[config.mk]
export PLATFORM = sky130hd
export DESIGN_NAME = pwm_channel
export DESIGN_NICKNAME = d
export VERILOG_FILES = /design/src/rtl/pwmc_pkg.sv /design/src/rtl/pwmc_prescaler.sv /design/src/rtl/pwmc_counter.sv /design/src/rtl/pwmc_regs.sv /design/src/rtl/pwmc_compare.sv /design/src/rtl/pwm_channel.sv
export SDC_FILE = /design/constraint.sdc
export NUM_CORES = 1
export LEC_CHECK = 0
export ABC_CLOCK_PERIOD_IN_PS = 7400
export BUFFER_PORTS_ARGS = -buffer_cell sky130_fd_sc_hd__buf_2
export CELL_PAD_IN_SITES_DETAIL_PLACEMENT = 0
export CELL_PAD_IN_SITES_GLOBAL_PLACEMENT = 2
export CORE_MARGIN = 1
export CORE_UTILIZATION = 37
export CTS_CLUSTER_DIAMETER = 150
export CTS_CLUSTER_SIZE = 10
export DETAILED_ROUTE_END_ITERATION = 12
export GPL_ROUTABILITY_DRIVEN = 0
export PLACE_DENSITY = 0.89
export SYNTH_ARGS = -nofsm -noshare
export SYNTH_HDL_FRONTEND = slang
export SYNTH_HIERARCHICAL = 1
export SYNTH_SLANG_ARGS = --single-unit
export TNS_END_PERCENT = 5
[constraint.sdc]
create_clock -name clk -period 7.4 [get_ports clk]
set_clock_uncertainty 0.05 [all_clocks]
set_input_delay 0.74 -clock clk [delete_from_list [all_inputs] [get_ports clk]]
set_output_delay 0.74 -clock clk [all_outputs]
set_load 0.03 [all_outputs]
[src/rtl/pwmc_pkg.sv]
// Shared types and register addresses for the PWM channel.
// Assumes a 5-bit byte address with word-aligned registers.
package pwmc_pkg;
    typedef struct packed {
        logic       tgt_prd;   // buffered write target: 0 duty, 1 period
        logic       pol;       // starting level of each period
        logic       center;    // 0 edge aligned, 1 center aligned
        logic [3:0] pre;       // tick rate exponent
    } pwmc_mode_t;

    localparam logic [4:0] A_MODE = 5'h00;
    localparam logic [4:0] A_DUTY = 5'h04;
    localparam logic [4:0] A_PRD  = 5'h08;
    localparam logic [4:0] A_CNT  = 5'h0C;
    localparam logic [4:0] A_UPD  = 5'h10;
endpackage

[src/rtl/pwmc_prescaler.sv]
// Clock-enable generator: emits one tick every 2^k clocks while enabled.
// Assumes pre only changes while en is low; k saturates at PRE_MAX.
module pwmc_prescaler #(
    parameter int PRE_MAX = 10
) (
    input  logic       clk,
    input  logic       rst_n,
    input  logic       en,
    input  logic [3:0] pre,
    output logic       tick
);
    logic [PRE_MAX-1:0] div_q;
    logic [3:0]         k_eff;
    logic [PRE_MAX:0]   one_hot;
    logic [PRE_MAX-1:0] mask;

    // Clamp the requested exponent and build the low-bit mask.
    always_comb begin
        k_eff   = (pre > 4'(PRE_MAX)) ? 4'(PRE_MAX) : pre;
        one_hot = (PRE_MAX+1)'(1) << k_eff;
        mask    = one_hot[PRE_MAX-1:0] - {{(PRE_MAX-1){1'b0}}, 1'b1};
        tick    = en && ((div_q & mask) == mask);
    end

    // Free-running divider, cleared while the channel is off.
    always_ff @(posedge clk) begin
        if (!rst_n || !en) div_q <= '0;
        else               div_q <= div_q + 1'b1;
    end

    // With a nonzero exponent two ticks never arrive back to back.
    assert_tick_gap_R2: assert property (@(posedge clk) disable iff (!rst_n)
        (tick && k_eff != 4'd0) |=> !tick);
endmodule

[src/rtl/pwmc_counter.sv]
// Channel counter: edge-aligned wrap or center-aligned up/down count.
// Assumes center and prd change only while disabled or at a period start.
module pwmc_counter #(
    parameter int CNT_W = 16
) (
    input  logic             clk,
    input  logic             rst_n,
    input  logic             en,
    input  logic             tick,
    input  logic             center,
    input  logic [CNT_W-1:0] prd,
    output logic [CNT_W-1:0] cnt,
    output logic             up,
    output logic             pstart
);
    logic [CNT_W-1:0] prd_eff;
    logic [CNT_W:0]   cnt_inc;
    logic             top_hit;
    logic             at_end;

    // Next-step decode: peak reached and end of period.
    always_comb begin
        prd_eff = (prd == '0) ? CNT_W'(1) : prd;
        cnt_inc = {1'b0, cnt} + 1'b1;
        top_hit = cnt_inc >= {1'b0, prd_eff};
        at_end  = center ? (!up && cnt <= CNT_W'(1)) : top_hit;
        pstart  = tick && at_end;
    end

    // Count state update on each tick.
    always_ff @(posedge clk) begin
        if (!rst_n || !en) begin
            cnt <= '0;
            up  <= 1'b1;
        end else if (tick) begin
            if (!center) begin
                cnt <= top_hit ? '0 : cnt_inc[CNT_W-1:0];
            end else if (up) begin
                if (top_hit) begin
                    cnt <= prd_eff;
                    up  <= 1'b0;
                end else begin
                    cnt <= cnt_inc[CNT_W-1:0];
                end
            end else if (cnt <= CNT_W'(1)) begin
                cnt <= '0;
                up  <= 1'b1;
            end else begin
                cnt <= cnt - 1'b1;
            end
        end
    end

    assert_cnt_range_R3: assert property (@(posedge clk) disable iff (!rst_n)
        en |-> (center ? cnt <= prd_eff : cnt < prd_eff));
    assert_off_zero_R9: assert property (@(posedge clk) disable iff (!rst_n)
        !en |=> cnt == '0);
    assert_one_step_R4: assert property (@(posedge clk) disable iff (!rst_n)
        (tick && !pstart && prd_eff != CNT_W'(1)) |=>
            (cnt == $past(cnt) + 1'b1 || cnt == $past(cnt) - 1'b1));
    assert_hold_no_tick_R2: assert property (@(posedge clk) disable iff (!rst_n)
        (en && !tick) |=> $stable(cnt));
endmodule

[src/rtl/pwmc_regs.sv]
// Register file with the update double buffer and combinational read mux.
// Direct timing and mode writes are accepted only while the channel is off.
module pwmc_regs
    import pwmc_pkg::*;
#(
    parameter int CNT_W  = 16,
    parameter int DATA_W = 32
) (
    input  logic              clk,
    input  logic              rst_n,
    input  logic              en,
    input  logic              pstart,
    input  logic [4:0]        addr,
    input  logic              wr,
    input  logic [DATA_W-1:0] wdata,
    input  logic [CNT_W-1:0]  cnt,
    output pwmc_mode_t        mode,
    output logic [CNT_W-1:0]  duty,
    output logic [CNT_W-1:0]  prd,
    output logic [DATA_W-1:0] rdata
);
    logic [CNT_W-1:0] upd_q;
    logic             pend_q;
    logic             wr_direct;
    logic             wr_upd;

    // Decode write classes.
    always_comb begin
        wr_direct = wr && !en;
        wr_upd    = wr && (addr == A_UPD);
    end

    // Mode register, writable only while stopped.
    always_ff @(posedge clk) begin
        if (!rst_n) mode <= '0;
        else if (wr_direct && addr == A_MODE)
            mode <= '{tgt_prd: wdata[10], pol: wdata[9],
                      center: wdata[8], pre: wdata[3:0]};
    end

    // Duty register: direct load when stopped, buffered load at period start.
    always_ff @(posedge clk) begin
        if (!rst_n) duty <= '0;
        else if (wr_direct && addr == A_DUTY) duty <= wdata[CNT_W-1:0];
        else if (pstart && pend_q && !mode.tgt_prd) duty <= upd_q;
    end

    // Period register: direct load when stopped, buffered load at period start.
    always_ff @(posedge clk) begin
        if (!rst_n) prd <= '0;
        else if (wr_direct && addr == A_PRD) prd <= wdata[CNT_W-1:0];
        else if (pstart && pend_q && mode.tgt_prd) prd <= upd_q;
    end

    // Update buffer and its pending flag.
    always_ff @(posedge clk) begin
        if (!rst_n) begin
            upd_q  <= '0;
            pend_q <= 1'b0;
        end else if (wr_upd) begin
            upd_q  <= wdata[CNT_W-1:0];
            pend_q <= 1'b1;
        end else if (pstart) begin
            pend_q <= 1'b0;
        end
    end

    // Read mux; undefined bits return zero.
    always_comb begin
        rdata = '0;
        case (addr)
            A_MODE: begin
                rdata[3:0] = mode.pre;
                rdata[8]   = mode.center;
                rdata[9]   = mode.pol;
                rdata[10]  = mode.tgt_prd;
            end
            A_DUTY:  rdata[CNT_W-1:0] = duty;
            A_PRD:   rdata[CNT_W-1:0] = prd;
            A_CNT:   rdata[CNT_W-1:0] = cnt;
            A_UPD:   rdata[CNT_W-1:0] = upd_q;
            default: rdata = '0;
        endcase
    end

    assert_run_locked_R7: assert property (@(posedge clk) disable iff (!rst_n)
        (en && !pstart) |=> ($stable(duty) && $stable(prd) && $stable(mode)));
    assert_pend_clear_R8: assert property (@(posedge clk) disable iff (!rst_n)
        (pstart && !wr_upd) |=> !pend_q);
endmodule

[src/rtl/pwmc_compare.sv]
// Output stage: compares the counter with the duty value and applies polarity.
// Combinational; clk and rst_n are used only by the assertion.
module pwmc_compare #(
    parameter int CNT_W = 16
) (
    input  logic             clk,
    input  logic             rst_n,
    input  logic [CNT_W-1:0] cnt,
    input  logic             up,
    input  logic [CNT_W-1:0] duty,
    input  logic             pol,
    output logic             out
);
    logic active;

    // Starting level is shown while the counter sits inside the duty window.
    always_comb begin
        active = up ? (cnt < duty) : (cnt <= duty);
        out    = active ? pol : !pol;
    end

    assert_duty_zero_R5: assert property (@(posedge clk) disable iff (!rst_n)
        (duty == '0) |-> (out == !pol));
endmodule

[src/rtl/pwm_channel.sv]
// Single buffered PWM channel: prescaler, counter, registers, compare.
// Assumes the register port is driven synchronously to clk.
module pwm_channel
    import pwmc_pkg::*;
#(
    parameter int CNT_W   = 16,
    parameter int PRE_MAX = 10,
    parameter int DATA_W  = 32
) (
    input  logic              clk,
    input  logic              rst_n,
    input  logic              chan_en,
    input  logic [4:0]        bus_addr,
    input  logic              bus_wr,
    input  logic [DATA_W-1:0] bus_wdata,
    output logic [DATA_W-1:0] bus_rdata,
    output logic              pwm_out,
    output logic              period_start
);
    pwmc_mode_t       mode;
    logic [CNT_W-1:0] duty;
    logic [CNT_W-1:0] prd;
    logic [CNT_W-1:0] cnt;
    logic             up;
    logic             tick;
    logic             pstart;

    pwmc_prescaler #(.PRE_MAX(PRE_MAX)) u_pre (
        .clk(clk), .rst_n(rst_n), .en(chan_en), .pre(mode.pre), .tick(tick)
    );

    pwmc_counter #(.CNT_W(CNT_W)) u_cnt (
        .clk(clk), .rst_n(rst_n), .en(chan_en), .tick(tick),
        .center(mode.center), .prd(prd), .cnt(cnt), .up(up), .pstart(pstart)
    );

    pwmc_regs #(.CNT_W(CNT_W), .DATA_W(DATA_W)) u_regs (
        .clk(clk), .rst_n(rst_n), .en(chan_en), .pstart(pstart),
        .addr(bus_addr), .wr(bus_wr), .wdata(bus_wdata), .cnt(cnt),
        .mode(mode), .duty(duty), .prd(prd), .rdata(bus_rdata)
    );

    pwmc_compare #(.CNT_W(CNT_W)) u_cmp (
        .clk(clk), .rst_n(rst_n), .cnt(cnt), .up(up), .duty(duty),
        .pol(mode.pol), .out(pwm_out)
    );

    assign period_start = pstart;

    assert_duty_full_R5: assert property (@(posedge clk) disable iff (!rst_n)
        (prd != '0 && duty == prd) |-> (pwm_out == mode.pol));
endmodule

---- Word-level counts from Yosys, hierarchy flattened ----
Index checks and enable logic that the tools add are counted.
operators by class
  $add $sub $neg .......................... 4
  order comparisons ....................... 5
  equality and inequality tests ........... 5
  shift operators ......................... 1
  mux-type cells .......................... 23
  bitwise logic cells ..................... 1
  reductions and logical operators ........ 23
operators by type and width
  operator                                                                count
  16-bit 2-to-1 mux                                                       10
  4-bit case mux with 5 select lines                                      1
  5-bit case mux with 4 select lines                                      1
  16-bit by 1-bit adder with 17-bit output, second input constant         1
  17-bit by 16-bit greater-or-equal comparator with 1-bit output          1
  16-bit by 1-bit <= comparator with 1-bit output, second input constant  1
  16-bit <= comparator                                                    1
  16-bit logical NOT                                                      1
  16-bit less-than comparator                                             1
  4-bit case mux with 4 select lines                                      1
  16-bit by 1-bit subtractor with 16-bit output, second input constant    1
  3-bit case mux with 5 select lines                                      1
  1-bit logical AND                                                       11
  10-bit by 1-bit adder with 10-bit output, second input constant         1
  10-bit AND                                                              1
  10-bit equality test                                                    1
  5-bit by 4-bit equality test with 1-bit output, second input constant   2
  1-bit by 4-bit << shifter with 10-bit output, first input constant      1
  10-bit by 1-bit subtractor with 10-bit output, second input constant    1
  1-bit 2-to-1 mux                                                        8
  2-bit nonzero test                                                      3
  5-bit by 3-bit equality test with 1-bit output, second input constant   1
  5-bit equality test, second input constant                              1
  1-bit logical NOT                                                       5
  5 further kinds                                                         5
storage, ports and cells
  bits in registers ....................... 83
  bits of input ports ..................... 41
  output and inout port bits .............. 34
  word-level logic and storage cells ...... 73

---- Depth between registers and ports, before layout ----
  word-level depth ........................ 12
  mapped depth ............................ 19
  mapped depth without buffers ............ 17

---- By module ----
The synthesis kept the hierarchy.
by module, submodules not included
  module          times used  cells an instance  area an instance (um^2)
  pwmc_regs       1           350                2896.5
  pwmc_counter    1           294                2130.8
  pwmc_prescaler  1           75                 630.6
  pwmc_compare    1           58                 437.9

---- Worst setup path after synthesis ----
Ideal clock, no wire load.
  path type ............................... register -> register
  from .................................... reg u_cnt.cnt[0]
  to ...................................... reg u_regs.duty[10]
  data arrival time ....................... 4.060 ns
  path slack .............................. 3.158 ns
  cell stages (with the launch flop) ...... 19
  path buffers ............................ 1
  cell sequence ........................... dfxtp_1 > ha_1 > nand3_1 > nor3_1 > and4_1 > xor2_1 > ha_1 > nand3_1 > nor2_1 > nand4_1 > o2111a_1 > nand2_1 > a21oi_1 > nor2_1 > nand2_1 > nor2_2 > buf_4 > mux2i_1 > a21oi_1
between the ends
  cells in the longest elaborated chain, start to end .. 7
  elaborated cells between the ends (all ways) .. 9
  classes of those cells .................. 1 x add/sub; 2 x order compare; 1 x mux; 5 x reduce/logical
ends and longest elaborated chain
  what                                                                                                         RTL line                                source
  start: declaration                                                                                           pwmc_counter.sv:12                      output logic [CNT_W-1:0] cnt,
  start signal: assignment                                                                                     pwmc_counter.sv:37                      cnt <= top_hit ? '0 : cnt_inc[CNT_W-1:0];
  start signal: assignment                                                                                     pwmc_counter.sv:40                      cnt <= prd_eff;
  start signal: assignment                                                                                     pwmc_counter.sv:43                      cnt <= cnt_inc[CNT_W-1:0];
  16-bit by 1-bit adder with 17-bit output or 16-bit by 1-bit <= comparator with 1-bit output (tied branches)  pwmc_counter.sv:24, pwmc_counter.sv:26
  17-bit by 16-bit greater-or-equal comparator with 1-bit output or 1-bit logical AND (tied branches)          pwmc_counter.sv:25, pwmc_counter.sv:26
  1-bit 2-to-1 mux *                                                                                           pwmc_counter.sv:26                      at_end = center ? (!up && cnt <= CNT_W'(1)) : top_hit;
  1-bit logical AND *                                                                                          pwmc_counter.sv:27                      pstart = tick && at_end;
  net period_start                                                                                             pwm_channel.sv:18                       output logic period_start
  1-bit logical AND * (2 in a row)                                                                             pwmc_regs.sv:45                         else if (pstart && pend_q && !mode.tgt_prd) duty <= upd_q;
  2-bit nonzero test (no line) *                                                                               --
  end signal: assignment                                                                                       pwmc_regs.sv:44                         else if (wr_direct && addr == A_DUTY) duty <= wdata[CNT_W-1:0];
  end signal: assignment                                                                                       pwmc_regs.sv:45
  end: declaration                                                                                             pwmc_regs.sv:18                         output logic [CNT_W-1:0] duty,
Mark *: on every way through the listed nets, which the timed path passes. The rest lies on a longest branch.
A chain may end at the register's enable or synchronous reset.

---- Worst setup path in the final report ----
  from .................................... reg u_cnt.cnt[0]
  to ...................................... reg u_regs.duty[13]
between the ends
  cells in the longest elaborated chain, start to end .. 7
  elaborated cells between the ends (all ways) .. 9
  classes of those cells .................. 1 x add/sub; 2 x order compare; 1 x mux; 5 x reduce/logical
ends and longest elaborated chain
  what                                                                                                         RTL line
  16-bit by 1-bit adder with 17-bit output or 16-bit by 1-bit <= comparator with 1-bit output (tied branches)  pwmc_counter.sv:24, pwmc_counter.sv:26
  17-bit by 16-bit greater-or-equal comparator with 1-bit output or 1-bit logical AND (tied branches)          pwmc_counter.sv:25, pwmc_counter.sv:26
  1-bit 2-to-1 mux *                                                                                           pwmc_counter.sv:26
  1-bit logical AND *                                                                                          pwmc_counter.sv:27
  1-bit logical AND * (2 in a row)                                                                             pwmc_regs.sv:45
  2-bit nonzero test (no line) *                                                                               --
Every way passes the cells marked *; elsewhere a longest branch is shown, timed or not.

==> out/results.md <==
## CTS
* clock transition at the registers of the reported paths: 0.06 ns
* number of buffers inserted by post-CTS setup repair: 0
* Clock Path Buffers: 2
* CTS tree: yes
* clock latency at the later pin of the worst-skew pair: 0.35 ns
* quantity of gates resized following cts: 0
* number of clock buffers inserted by TritonCTS: 9
* number of buffers added to fix hold violations after cts: 0
* H-Tree Level Count: 3
* Num Clock Sinks: 83
* master cell of the clock root buffer: sky130_fd_sc_hd__clkbuf_16

## Place
* # placed instances: 992
* HPWL after detailed placement: 13500 um
* Port Buffers: 42

## Setup path
* required time at the endpoint of the critical path: 7.52 ns
* critical-path maximum fanout: 16
* worst endpoint data arrival time: 5.52 ns
* CP Class: flop to flop
* R2R depth: 17
* CP startpoint kind: flop
* capturing element type of the critical path: flop

## Pwr
* proportion of power drawn by flip-flops and latches: 40.3%
* total leakage power: 0.00241 uW
* clock group share of total power: 41.5%
* design internal power: 819 uW
* switching component of the power: 344 uW
* worst IR drop on VDD: 0.000114 V
* logic gate share of total power: 18.2%
* pwr dens: 176 nW/um^2
* post-layout total power: 1160 uW
* Sw Share: 29.6%

## Global routing
* GR Overflow Total: 0
* largest net degree at the start of global routing: 61
* first-pass GRT wire length: 29800 um
* antenna violations before repair: 0
* GRT Util Overall: 22.9%
* vias in the first global route: 5383

## Routing
* post-route antenna net violation count: 0
* detailed-routing iteration count for the pre-antenna-repair pass: 5
* post-detailed-route wirelength per cell: 18.8 um
* highest routing layer actually used: met4
* average via count per standard cell: 5.85
* Via Count: 5887
* detailed-routed wire length on met2: 8960 um
* total routed wirelength: 18900 um
* Routed met3 length: 873 um
* initial detailed-routing violation count: 435
* number of DRC violations after detailed routing: 0
* detailed-routing wirelength on met1: 8710 um

## Hold path
* path class of the lowest-slack min-delay path: flop to flop
* number of cells traversed by the worst hold path: 2

## STA
* number of pins with negative max-slew slack in the final report: 0
* headroom to the max-slew limit: 18.1%
* Max Clock Freq: 185 MHz
* final hold violations: 0
* transition time at the pin with the least slew margin: 1.23 ns
* final total negative setup slack: 0 ns
* setup repair after global routing missed its margin: false
* final period demand of the worst path: 5.41 ns
* hold slack: 0.461 ns
* Final setup violation count: 0
* part of the cycle the worst path needs: 73.0%

## Synthesis
* main flop type after synthesis: sky130_fd_sc_hd__dfxtp_1
* fraction of registers with async set or reset after synthesis: 0%
* part of the Yosys area used for sequential elements: 27.3%
* synthesized instance count: 777
* count of flip-flops with a built-in enable after synthesis: 0
* unique cell type count in the Yosys netlist: 77
* Synth Register Bits: 83
* Warnings, synthesis: 6
* mean cell area of the mapped netlist: 7.85 um^2
* Syn Std Cell Area: 6100 um^2

## Die
* Die Outline Area: 17000 um^2
* Core Region: 16000 um^2
* initial core utilization: 38.1%
* boundary pin count: 75
* die extent in y: 130 um
* die width: 130 um
* number of core rows: 46

## Run
* max capacitance violation total: 0

## Cells and area
* number of diodes: 0
* P&R area growth vs syn: 8.50%
* share of final-layout standard cells stronger than drive strength 1: 11.8%
* Fillers: 1635
* post-route insts no fill: 1007
* net count of the finished layout: 865

## Outcome
* outcome: completed

registers in the layout (all words and copies together), names as in the netlist:
register	flops
u_regs/upd_q	16
u_regs/pend_q	1
u_regs/prd	16
u_regs/duty	16
u_pre/div_q	10
u_cnt/up	1
u_regs/mode	7
u_cnt/cnt	16
per-stage QoR:
step	utilization (%)	setup slack [ns]	area (um^2)
2_1_floorplan	-	3.16	6150
3_3_place_gp	39.4	2.20	6300
3_5_place_dp	39.4	2.08	6300
4_1_cts	41.3	2.05	6610
5_1_grt	41.3	1.54	6610
6_report	41.3	1.99	6610
routing by layer:
layer | vias up | GRT usage, %
li1 | 2808 | -
met1 | 2861 | 31.7
met2 | 195 | 36.9
met3 | 23 | 2.30
met4 | 0 | 8.18
met5 | - | 0
Yosys cell counts, types with 5 or more instances:
library cell	count	share of area, %
sky130_fd_sc_hd__a211oi_1	9	1.1
sky130_fd_sc_hd__a21boi_0	16	2.0
sky130_fd_sc_hd__a21oi_1	46	3.8
sky130_fd_sc_hd__a22oi_1	34	4.2
sky130_fd_sc_hd__a31oi_1	25	2.6
sky130_fd_sc_hd__and3_1	6	0.62
sky130_fd_sc_hd__buf_2	14	1.1
sky130_fd_sc_hd__buf_4	19	2.3
sky130_fd_sc_hd__buf_6	6	1.1
sky130_fd_sc_hd__clkbuf_1	23	1.4
sky130_fd_sc_hd__dfxtp_1	83	27
sky130_fd_sc_hd__ha_1	37	7.6
sky130_fd_sc_hd__inv_1	39	2.4
sky130_fd_sc_hd__mux2i_1	23	3.8
sky130_fd_sc_hd__nand2_1	120	7.4
sky130_fd_sc_hd__nand3_1	24	2.0
sky130_fd_sc_hd__nand4_1	9	0.92
sky130_fd_sc_hd__nor2_1	30	1.8
sky130_fd_sc_hd__nor2b_1	11	1.1
sky130_fd_sc_hd__nor3_1	11	0.90
sky130_fd_sc_hd__nor4_1	8	0.82
sky130_fd_sc_hd__o21ai_0	43	3.5
sky130_fd_sc_hd__o21ai_1	12	0.99
sky130_fd_sc_hd__o21ai_2	5	0.72
sky130_fd_sc_hd__o22ai_1	5	0.51
sky130_fd_sc_hd__xnor2_1	13	1.9
sky130_fd_sc_hd__xor2_1	16	2.3
cell families after synthesis:
family / count (synthesis) / synth area share (%)
flip-flops: 83 / 27.3
AND/OR/NAND/NOR: 260 / 22.4
buffers and inverters: 103 / 8.56
other: 1 / 0.0615
AO/OA/AOI/OAI: 240 / 26.0
multiplexers: 24 / 3.96
adder cells (fa/ha/maj): 37 / 7.59
XOR/XNOR: 29 / 4.17
layout by cell type (no fill, tap or decap), drive strengths merged, types with 3 or more instances in the layout:
cell,instances
o32ai,3
nand3b,4
o22ai,5
xor2,16
dfxtp,83
o211ai,3
a311oi,3
a211oi,9
a31oi,25
nor2,32
nand2,120
ha,37
nand3,25
mux2i,23
a21boi,18
a221o,3
nand4,11
a21oi,48
and2,4
and3,6
a21o,4
nand2b,4
nor4b,5
inv,39
clkbuf,11
conb,16
and4,3
o21ai,61
nor3,14
xnor2,13
buf,47
a221oi,5
a22oi,34
nor4,11
or3,4
nor2b,11
critical path, cell delays in order (launching register included):
cell                       delay (ns)
sky130_fd_sc_hd__dfxtp_1         0.63
sky130_fd_sc_hd__ha_1            0.27
sky130_fd_sc_hd__nand3_1         0.22
sky130_fd_sc_hd__nor3_1          0.53
sky130_fd_sc_hd__and4_1          0.27
sky130_fd_sc_hd__xor2_1          0.29
sky130_fd_sc_hd__ha_1            0.21
sky130_fd_sc_hd__nand3_1         0.10
sky130_fd_sc_hd__nor2_1          0.19
sky130_fd_sc_hd__nand4_1         0.15
sky130_fd_sc_hd__o2111a_1        0.32
sky130_fd_sc_hd__nand2_1         0.15
sky130_fd_sc_hd__a21oi_1         0.08
sky130_fd_sc_hd__nor2_1          0.33
sky130_fd_sc_hd__nand2_1         0.12
sky130_fd_sc_hd__nor2_2          0.93
sky130_fd_sc_hd__mux2i_1         0.27
sky130_fd_sc_hd__a21oi_1         0.09
final cells by class:
class / instances / area [um^2] / share of cell area [%]
multi-input cells: 606 / 3980 / 60.1
flip-flops and latches: 83 / 1660 / 25.1
well taps: 216 / 270 / 4.09
repair buffers: 47 / 248 / 3.75
clock buffers: 11 / 233 / 3.52
inverters: 40 / 150 / 2.27
clock inverters: 4 / 76.3 / 1.15
power by group through the flow:
stage                     clock [uW]  sequential, uW  combinational [uW]
after global routing             509             470                 230
final                            482             469                 211
after CTS                        491             468                 209
after global placement             0             478                 205
after detailed placement           0             478                 208
after floorplan                    0             469                 164
worst paths after layout:
check / slack, ns / from / endpoint
worst max-delay path: 1.99 / u_cnt/cnt[0]$_SDFFE_PP0P_ / u_regs/duty[13]$_SDFFE_PN0P_
worst min-delay path: 0.46 / u_pre/div_q[8]$_SDFF_PP0_ / u_pre/div_q[8]$_SDFF_PP0_
worst max register to register: 1.99 / u_cnt/cnt[0]$_SDFFE_PP0P_ / u_regs/duty[13]$_SDFFE_PN0P_
worst min register to register: 0.46 / u_pre/div_q[8]$_SDFF_PP0_ / u_pre/div_q[8]$_SDFF_PP0_
(Power assumes the default switching activity.)
